**src/rtl/xrd_pkg.sv**
```systemverilog
package xrd_pkg;
  localparam int ADDR_W   = 32;
  localparam int MIN_PG   = 12;
  localparam int BASE_W   = ADDR_W - MIN_PG;
  localparam int CODE_W   = 4;

  localparam logic [ADDR_W-1:0] FETCH_VEC = 32'h0000_000C;
  localparam logic [ADDR_W-1:0] DATA_VEC  = 32'h0000_0010;

  typedef struct packed {
    logic [BASE_W-1:0] base;
    logic [CODE_W-1:0] size_code;
    logic              wide;
    logic              en;
  } region_cfg_t;
endpackage

```
**src/rtl/xrd_regfile.sv**
```systemverilog
module xrd_regfile
  import xrd_pkg::*;
#(
  parameter int NUM_CS = 4,
  parameter int EXT_W  = 24,
  localparam int IDX_W = (NUM_CS > 1) ? $clog2(NUM_CS) : 1,
  localparam int RAW   = IDX_W + 2
) (
  input  logic              clk,
  input  logic              rst_n,
  input  logic              sel,
  input  logic              enable,
  input  logic              write,
  input  logic [RAW-1:0]    addr,
  input  logic [ADDR_W-1:0] wdata,
  output logic [ADDR_W-1:0] rdata,
  output region_cfg_t       cfg [NUM_CS]
);
  localparam int MAX_CODE = EXT_W - MIN_PG;

  logic [IDX_W-1:0] idx;
  logic             fire;
  region_cfg_t      wr_val;
  logic             unused_bits;

  assign idx  = addr[RAW-1:2];
  assign fire = sel && enable && write;
  assign unused_bits = ^{wdata[11:8], wdata[3:2], addr[1:0]};

  always_comb begin
    wr_val.base      = wdata[ADDR_W-1:MIN_PG];
    wr_val.size_code = wdata[7:4];
    wr_val.wide      = wdata[1];
    wr_val.en        = wdata[0];
  end

  for (genvar i = 0; i < NUM_CS; i++) begin : g_reg
    region_cfg_t rst_val;
    region_cfg_t cfg_q;
    region_cfg_t cfg_d;
    logic        we;

    always_comb begin
      rst_val = '0;
      if (i == 0) begin
        rst_val.size_code = CODE_W'(MAX_CODE);
        rst_val.en        = 1'b1;
      end
    end

    assign we    = fire && (int'(idx) == i);
    assign cfg_d = we ? wr_val : cfg_q;

    always_ff @(posedge clk or negedge rst_n) begin
      if (!rst_n)  cfg_q <= rst_val;
      else if (we) cfg_q <= cfg_d;
    end

    assign cfg[i] = cfg_q;
  end

  always_comb begin
    rdata = '0;
    for (int i = 0; i < NUM_CS; i++) begin
      if (int'(idx) == i)
        rdata = {cfg[i].base, 4'b0, cfg[i].size_code, 2'b0, cfg[i].wide, cfg[i].en};
    end
  end
endmodule

```
**src/rtl/xrd_region_match.sv**
```systemverilog
module xrd_region_match
  import xrd_pkg::*;
#(
  parameter int EXT_W = 24
) (
  input  region_cfg_t       cfg,
  input  logic              boot_internal,
  input  logic [ADDR_W-1:0] addr,
  output logic              hit,
  output logic [EXT_W-1:0]  offset
);
  localparam int MAX_CODE = EXT_W - MIN_PG;

  logic [CODE_W-1:0] code_eff;
  logic [5:0]        pg_log2;
  logic [ADDR_W-1:0] hi_mask;
  logic [ADDR_W-1:0] base_full;
  logic [ADDR_W-1:0] base_aligned;
  logic [ADDR_W-1:0] off_full;
  logic              boot_block;
  logic              unused_hi;

  always_comb begin
    code_eff     = (int'(cfg.size_code) > MAX_CODE) ? CODE_W'(MAX_CODE) : cfg.size_code;
    pg_log2      = 6'(MIN_PG) + 6'(code_eff);
    hi_mask      = ~((ADDR_W'(1) << pg_log2) - ADDR_W'(1));
    base_full    = {cfg.base, {MIN_PG{1'b0}}};
    base_aligned = base_full & hi_mask;
    boot_block   = boot_internal && (base_aligned == '0);
    hit          = cfg.en && !boot_block && ((addr & hi_mask) == base_aligned);
    off_full     = addr & ~hi_mask;
  end

  assign offset    = off_full[EXT_W-1:0];
  assign unused_hi = ^off_full[ADDR_W-1:EXT_W];
endmodule

```
**src/rtl/xrd_pick.sv**
```systemverilog
module xrd_pick #(
  parameter int NUM_CS = 4,
  parameter int EXT_W  = 24
) (
  input  logic [NUM_CS-1:0] hit,
  input  logic [EXT_W-1:0]  offset [NUM_CS],
  input  logic [NUM_CS-1:0] wide,
  output logic              any_hit,
  output logic [NUM_CS-1:0] onehot,
  output logic [EXT_W-1:0]  sel_offset,
  output logic              sel_wide
);
  always_comb begin
    onehot     = '0;
    sel_offset = '0;
    sel_wide   = 1'b0;
    for (int i = NUM_CS - 1; i >= 0; i--) begin
      if (hit[i]) begin
        onehot     = '0;
        onehot[i]  = 1'b1;
        sel_offset = offset[i];
        sel_wide   = wide[i];
      end
    end
    any_hit = |hit;
  end
endmodule

```
**src/rtl/xrd_top.sv**
```systemverilog
module xrd_top
  import xrd_pkg::*;
#(
  parameter int NUM_CS = 4,
  parameter int EXT_W  = 24,
  localparam int IDX_W = (NUM_CS > 1) ? $clog2(NUM_CS) : 1,
  localparam int RAW   = IDX_W + 2
) (
  input  logic              clk,
  input  logic              rst_n,
  input  logic              reg_sel,
  input  logic              reg_enable,
  input  logic              reg_write,
  input  logic [RAW-1:0]    reg_addr,
  input  logic [31:0]       reg_wdata,
  output logic [31:0]       reg_rdata,
  input  logic              boot_internal,
  input  logic              acc_valid,
  input  logic [31:0]       acc_addr,
  input  logic              acc_is_fetch,
  output logic [NUM_CS-1:0] ce_n,
  output logic [EXT_W-1:0]  ext_addr,
  output logic              bus_wide,
  output logic              abort,
  output logic              abort_fetch,
  output logic [31:0]       abort_vector
);
  region_cfg_t       cfg [NUM_CS];
  logic [NUM_CS-1:0] hit;
  logic [NUM_CS-1:0] wide;
  logic [EXT_W-1:0]  offset [NUM_CS];
  logic              any_hit;
  logic [NUM_CS-1:0] onehot;
  logic [EXT_W-1:0]  sel_offset;
  logic              sel_wide;

  logic [NUM_CS-1:0] ce_n_d;
  logic [EXT_W-1:0]  ext_d;
  logic              wide_d, abort_d, fetch_d;
  logic [31:0]       vec_d;

  xrd_regfile #(.NUM_CS(NUM_CS), .EXT_W(EXT_W)) u_regs (
    .clk    (clk),
    .rst_n  (rst_n),
    .sel    (reg_sel),
    .enable (reg_enable),
    .write  (reg_write),
    .addr   (reg_addr),
    .wdata  (reg_wdata),
    .rdata  (reg_rdata),
    .cfg    (cfg)
  );

  for (genvar i = 0; i < NUM_CS; i++) begin : g_match
    xrd_region_match #(.EXT_W(EXT_W)) u_match (
      .cfg           (cfg[i]),
      .boot_internal (boot_internal),
      .addr          (acc_addr),
      .hit           (hit[i]),
      .offset        (offset[i])
    );
    assign wide[i] = cfg[i].wide;
  end

  xrd_pick #(.NUM_CS(NUM_CS), .EXT_W(EXT_W)) u_pick (
    .hit        (hit),
    .offset     (offset),
    .wide       (wide),
    .any_hit    (any_hit),
    .onehot     (onehot),
    .sel_offset (sel_offset),
    .sel_wide   (sel_wide)
  );

  // next-state
  always_comb begin
    ce_n_d  = '1;
    ext_d   = '0;
    wide_d  = 1'b0;
    abort_d = 1'b0;
    fetch_d = 1'b0;
    vec_d   = '0;
    if (acc_valid) begin
      if (any_hit) begin
        ce_n_d = ~onehot;
        wide_d = sel_wide;
        ext_d  = sel_offset;
        if (sel_wide) ext_d[1:0] = 2'b00;
        else          ext_d[0]   = 1'b0;
      end else begin
        abort_d = 1'b1;
        fetch_d = acc_is_fetch;
        vec_d   = acc_is_fetch ? FETCH_VEC : DATA_VEC;
      end
    end
  end

  // output registers
  always_ff @(posedge clk or negedge rst_n) begin
    if (!rst_n) begin
      ce_n         <= '1;
      ext_addr     <= '0;
      bus_wide     <= 1'b0;
      abort        <= 1'b0;
      abort_fetch  <= 1'b0;
      abort_vector <= '0;
    end else begin
      ce_n         <= ce_n_d;
      ext_addr     <= ext_d;
      bus_wide     <= wide_d;
      abort        <= abort_d;
      abort_fetch  <= fetch_d;
      abort_vector <= vec_d;
    end
  end
endmodule

```
**config.mk**
```make
export PLATFORM = sky130hd
export DESIGN_NAME = xrd_top
export DESIGN_NICKNAME = d
export VERILOG_FILES = /design/src/rtl/xrd_pkg.sv /design/src/rtl/xrd_regfile.sv /design/src/rtl/xrd_region_match.sv /design/src/rtl/xrd_pick.sv /design/src/rtl/xrd_top.sv
export SDC_FILE = /design/constraint.sdc
export NUM_CORES = 1
export LEC_CHECK = 0
export CAP_MARGIN = 20
export CORE_ASPECT_RATIO = 1.75
export CORE_UTILIZATION = 40
export CTS_CLUSTER_SIZE = 16
export DETAILED_ROUTE_END_ITERATION = 8
export GPL_TIMING_DRIVEN = 0
export PLACE_DENSITY = 0.58
export RECOVER_POWER = 50
export SLEW_MARGIN = 15
export SYNTH_ARGS = -nofsm -noshare
export SYNTH_HDL_FRONTEND = slang
export SYNTH_HIERARCHICAL = 1
export SYNTH_SLANG_ARGS = --single-unit
```
**constraint.sdc**
```tcl
create_clock -name clk -period 7 [get_ports clk]
set_input_delay 2.1 -clock clk [delete_from_list [all_inputs] [get_ports clk]]
set_output_delay 2.1 -clock clk [all_outputs]
set_load 0.01 [all_outputs]
```
---- Word level (Yosys, flattened, before mapping) ----
Cells that the tools add are included.
word-level totals
  bits in registers ....................... 167
  bits of input ports ..................... 76
  output and inout bits ................... 95
  word-level logic and storage cells ...... 128
operators by class
  $add $sub $neg .......................... 8
  magnitude comparators ................... 4
  equal/unequal tests ..................... 7
  shifts and indexed selects .............. 4
  muxes and demuxes ....................... 34
  bitwise logic cells ..................... 21
  reduce and logical (&&, ||, !) cells .... 28
operators with widths
  operator                                            count
  AND 32 bit                                          8
  two-way mux 24 bit                                  6
  == test 32 bit                                      4
  zero test 32 bit                                    4
  two-way mux 32 bit                                  4
  NOT 32 bit                                          4
  << shifter 1 x 6 -> 32 bit, first input constant    4
  subtractor 32 x 2 -> 32 bit, second input constant  4
  AND 24 bit                                          4
  NOT 24 bit                                          4
  two-way mux 4 bit                                   10
  adder 4 x 4 -> 5 bit, first input constant          4
  logical AND 1 bit                                   18
  > comparator 4 bit, second input constant           4
  two-way mux 5 bit                                   3
  two-way mux 1 bit                                   11
  == test 2 bit, second input constant                2
  zero test 1 bit                                     4
  NOT 4 bit                                           1
  OR reduction 4 bit                                  1
  == test 2 x 1 -> 1 bit, second input constant       1
  zero test 2 bit                                     1

---- Longest topological paths before layout ----
  word-level depth ........................ 19
  mapped depth ............................ 22
  mapped depth without buffers ............ 16

---- Cells and area by module ----
Netlist, hierarchy kept.
by module, submodules not included
  module                                     instances  cells each  area an instance (um^2)  seq. area each (um^2)
  xrd_regfile                                1          261         4797.1                   2606.2
  xrd_region_match (g_match[2].u_match ...)  2          221         1428.9                   0.0
  xrd_region_match (g_match[1].u_match)      1          239         1664.1                   0.0
  xrd_region_match (g_match[0].u_match)      1          233         1433.9                   0.0
  xrd_top                                    1          101         1258.7                   780.7
  xrd_pick                                   1          121         758.2                    0.0

---- Worst setup path after synthesis ----
No wires, ideal clock.
  path kind ............................... input -> output
  from .................................... in reg_addr[2]
  to ...................................... out reg_rdata[12]
  arrival time ............................ 2.966 ns
  required time ........................... 4.900 ns
  slack ................................... 1.934 ns
  stages on the path ...................... 3
  buffers on the path ..................... 2
  cells stage by stage .................... buf_6 buf_6 mux4_2
on the way
  longest elaborated chain between the ends .. 5
  elaborated cells on any way between the ends .. 8
  classes of those cells .................. 3 x eq/ne; 4 x mux; 1 x reduce/logical
RTL lines
  what                             line               source
  start: declaration               xrd_top.sv:14      input logic [RAW-1:0] reg_addr,
  zero test 2 bit                  xrd_regfile.sv:65  if (int'(idx) == i)
  two-way mux 32 bit (3 in a row)  xrd_regfile.sv:65
  two-way mux 32 bit *             xrd_regfile.sv:65
  end: declaration                 xrd_top.sv:16      output logic [31:0] reg_rdata,
Mark *: on every way between the ends. The rest lies on a longest branch, timed or not.

---- Final worst setup path ----
  from .................................... in reg_addr[3]
  to ...................................... out reg_rdata[7]
Same word-level chain as after synthesis.

==> results.sh <==
export IMPL_critPathLaunchType="input port"
export IMPL_antenna_found_initial=0
export IMPL_design_area_um2=15200
export IMPL_num_vias=12500
export IMPL_cts_hold_buffers=0
export IMPL_core_area_um2=31400
export IMPL_ys_warn_count=6
export IMPL_fin_crit_ps=6730
export IMPL_syn_avg_cell_area_um2=9.16
export IMPL_syn_inst=1389
export IMPL_reg2reg_depth=21
export IMPL_fmax_ghz=0.149
export IMPL_antenna_left=0
export IMPL_dpl_cell_area_um2=14600
export IMPL_hold_viol=0
export IMPL_grt_first_pass_wirelength_mm=89.1
export IMPL_final_max_slew_viol_count=156
export IMPL_reg2reg_to="ext_addr[3]"
export IMPL_power_density_nw_per_um2=308
export IMPL_critPathCapture="reg_rdata[7]"
export IMPL_gp_congestion=1.02
export IMPL_rr_startpoint="u_regs/cfg[82]"
export IMPL_initial_core_util_pct=40.5
export IMPL_area_growth_pct=19.2
export IMPL_reg2reg_slack_ps=430
export IMPL_first_iter_violations=1352
export IMPL_post_cts_buffers=0
export IMPL_crit_type="input port to primary output"
export IMPL_wl_per_cell_um=32.0
export IMPL_overflow=0
export IMPL_rows=86
export IMPL_postCtsResizedCells=0
export IMPL_antenna_cells=0
export IMPL_startpoint="reg_addr[3]"
export IMPL_violations="max-capacitance violations, max-slew violations"
export IMPL_cap_violations=4
export IMPL_htree_levels=4
export IMPL_cts_tree="yes"
export IMPL_finalCritPeriodShare_pct=96.2
export IMPL_status="complete, but fails checks"
export IMPL_rsz0062_at_grt="no"
export IMPL_peakVddDrop_uv=226
export IMPL_skew_ps=16.0
export IMPL_critPathArrivalTime_ps=4630
export IMPL_total_power_uw=4680
export IMPL_io_pins=171
export IMPL_p_leak_uw=0.00633
export IMPL_syn_area_um2=12700
export IMPL_vias_per_cell=6.30
export IMPL_firstDrtPassIters=5
export IMPL_totalWireLength_mm=63.3
export IMPL_worst_slew_pin_slew_ps=2600
export IMPL_grt_start_max_net_pins=104
export IMPL_grt_pass1_vias=12300
export IMPL_drive_above_1_share_pct=18.8
export IMPL_die_w_um=137
export IMPL_holdWs_ps=559
export IMPL_clkLatencyLatePin_ps=470
export IMPL_worstPathRequired_ps=4900
export IMPL_layout_nets=1657
export IMPL_drcViolationCount=0
export IMPL_grt_usage_pct=39.9
export IMPL_portBuffers=126
export IMPL_dp_hpwl_mm=50.3
export IMPL_min_path_type="register to register"
export IMPL_cp_max_fo=10
export IMPL_die_area_um2=32500
export IMPL_cts_inserted_buffers=17
export IMPL_fp_dieH_um=238
export IMPL_cts_sinks=135
export IMPL_max_slew_margin_rel_pct=-73.5
export IMPL_finalSetupViolCount=0
export IMPL_clk_pin_slew_ps=80
export IMPL_cts_root_buffer="clkbuf_16"
export IMPL_fill_cells=3055
export IMPL_cp_end_kind="primary output"
export IMPL_max_clock_path_buffers=2
==> critical path, cell delays in order <==
cell and delay (ps):
dlygate4sd3_1 580, clkbuf_1 610, buf_2 430, mux4_2 380
clkdlybuf4s50_1 500
==> cell usage in the layout, fill, tap and decap left out, types with 44 or more instances in the layout <==
cell type,n
a21oi_1,58
buf_4,44
clkdlybuf4s50_1,119
dfrtp_1,128
inv_1,50
mux2_2,62
nand2_1,93
nor2_1,58
nor2b_1,83
o21ai_0,44
xnor2_1,45
==> power breakdown <==
| part | internal, uW | total (uW) | switching [uW] |
|---|---|---|---|
| combinational | 974 | 2460 | 1480 |
| sequential | 921 | 1280 | 363 |
| clock | 482 | 934 | 453 |
| total | 2380 | 4680 | 2300 |
==> how the worst min path moves through the flow <==
stage,from,end,cells past startpoint
4_1_cts,u_regs/cfg[0],u_regs/cfg[0],1
2_1_floorplan,u_regs/cfg[81],u_regs/cfg[81],1
5_1_grt,u_regs/cfg[0],u_regs/cfg[0],1
6_report,u_regs/cfg[0],u_regs/cfg[0],1
3_5_place_dp,u_regs/cfg[0],u_regs/cfg[0],1
3_3_place_gp,u_regs/cfg[0],u_regs/cfg[0],1
==> registers in the layout, indices dropped and copies added (netlist names) <==
register      cells
u_regs/cfg      104
ext_addr         23
ce_n              4
abort             1
abort_fetch       1
abort_vector      1
bus_wide          1
==> area by class of cell <==
class	count	area, um2	share of cell area, %
Clock buffer	17	425	2.81
Tap cell	396	495	3.27
Buffer	135	851	5.61
Timing Repair Buffer	127	1260	8.31
Multi-Input combinational cell	1101	8370	55.2
Sequential cell	135	3390	22.3
Clock inverter	15	178	1.17
Inverter	52	195	1.29
==> routing by layer <==
metal / global-route usage (%) / share of wire [%]
met1: 41.7 / 34
met2: 66.1 / 48
met3: 8.71 / 7.1
met4: 35.6 / 11
met5: 0 / 0
==> per-stage QoR <==
step	setup TNS, ps	cells	util [%]	setup slack [ps]
after floorplan	0	1423	-	1930
after global placement	-195900	1945	46.5	-1570
after detailed placement	0	1946	46.6	564
after CTS	0	1978	48.5	540
after global routing	0	1978	48.2	13.1
final	0	1978	48.2	267
No activity file was read; power rests on OpenSTA's default activity.
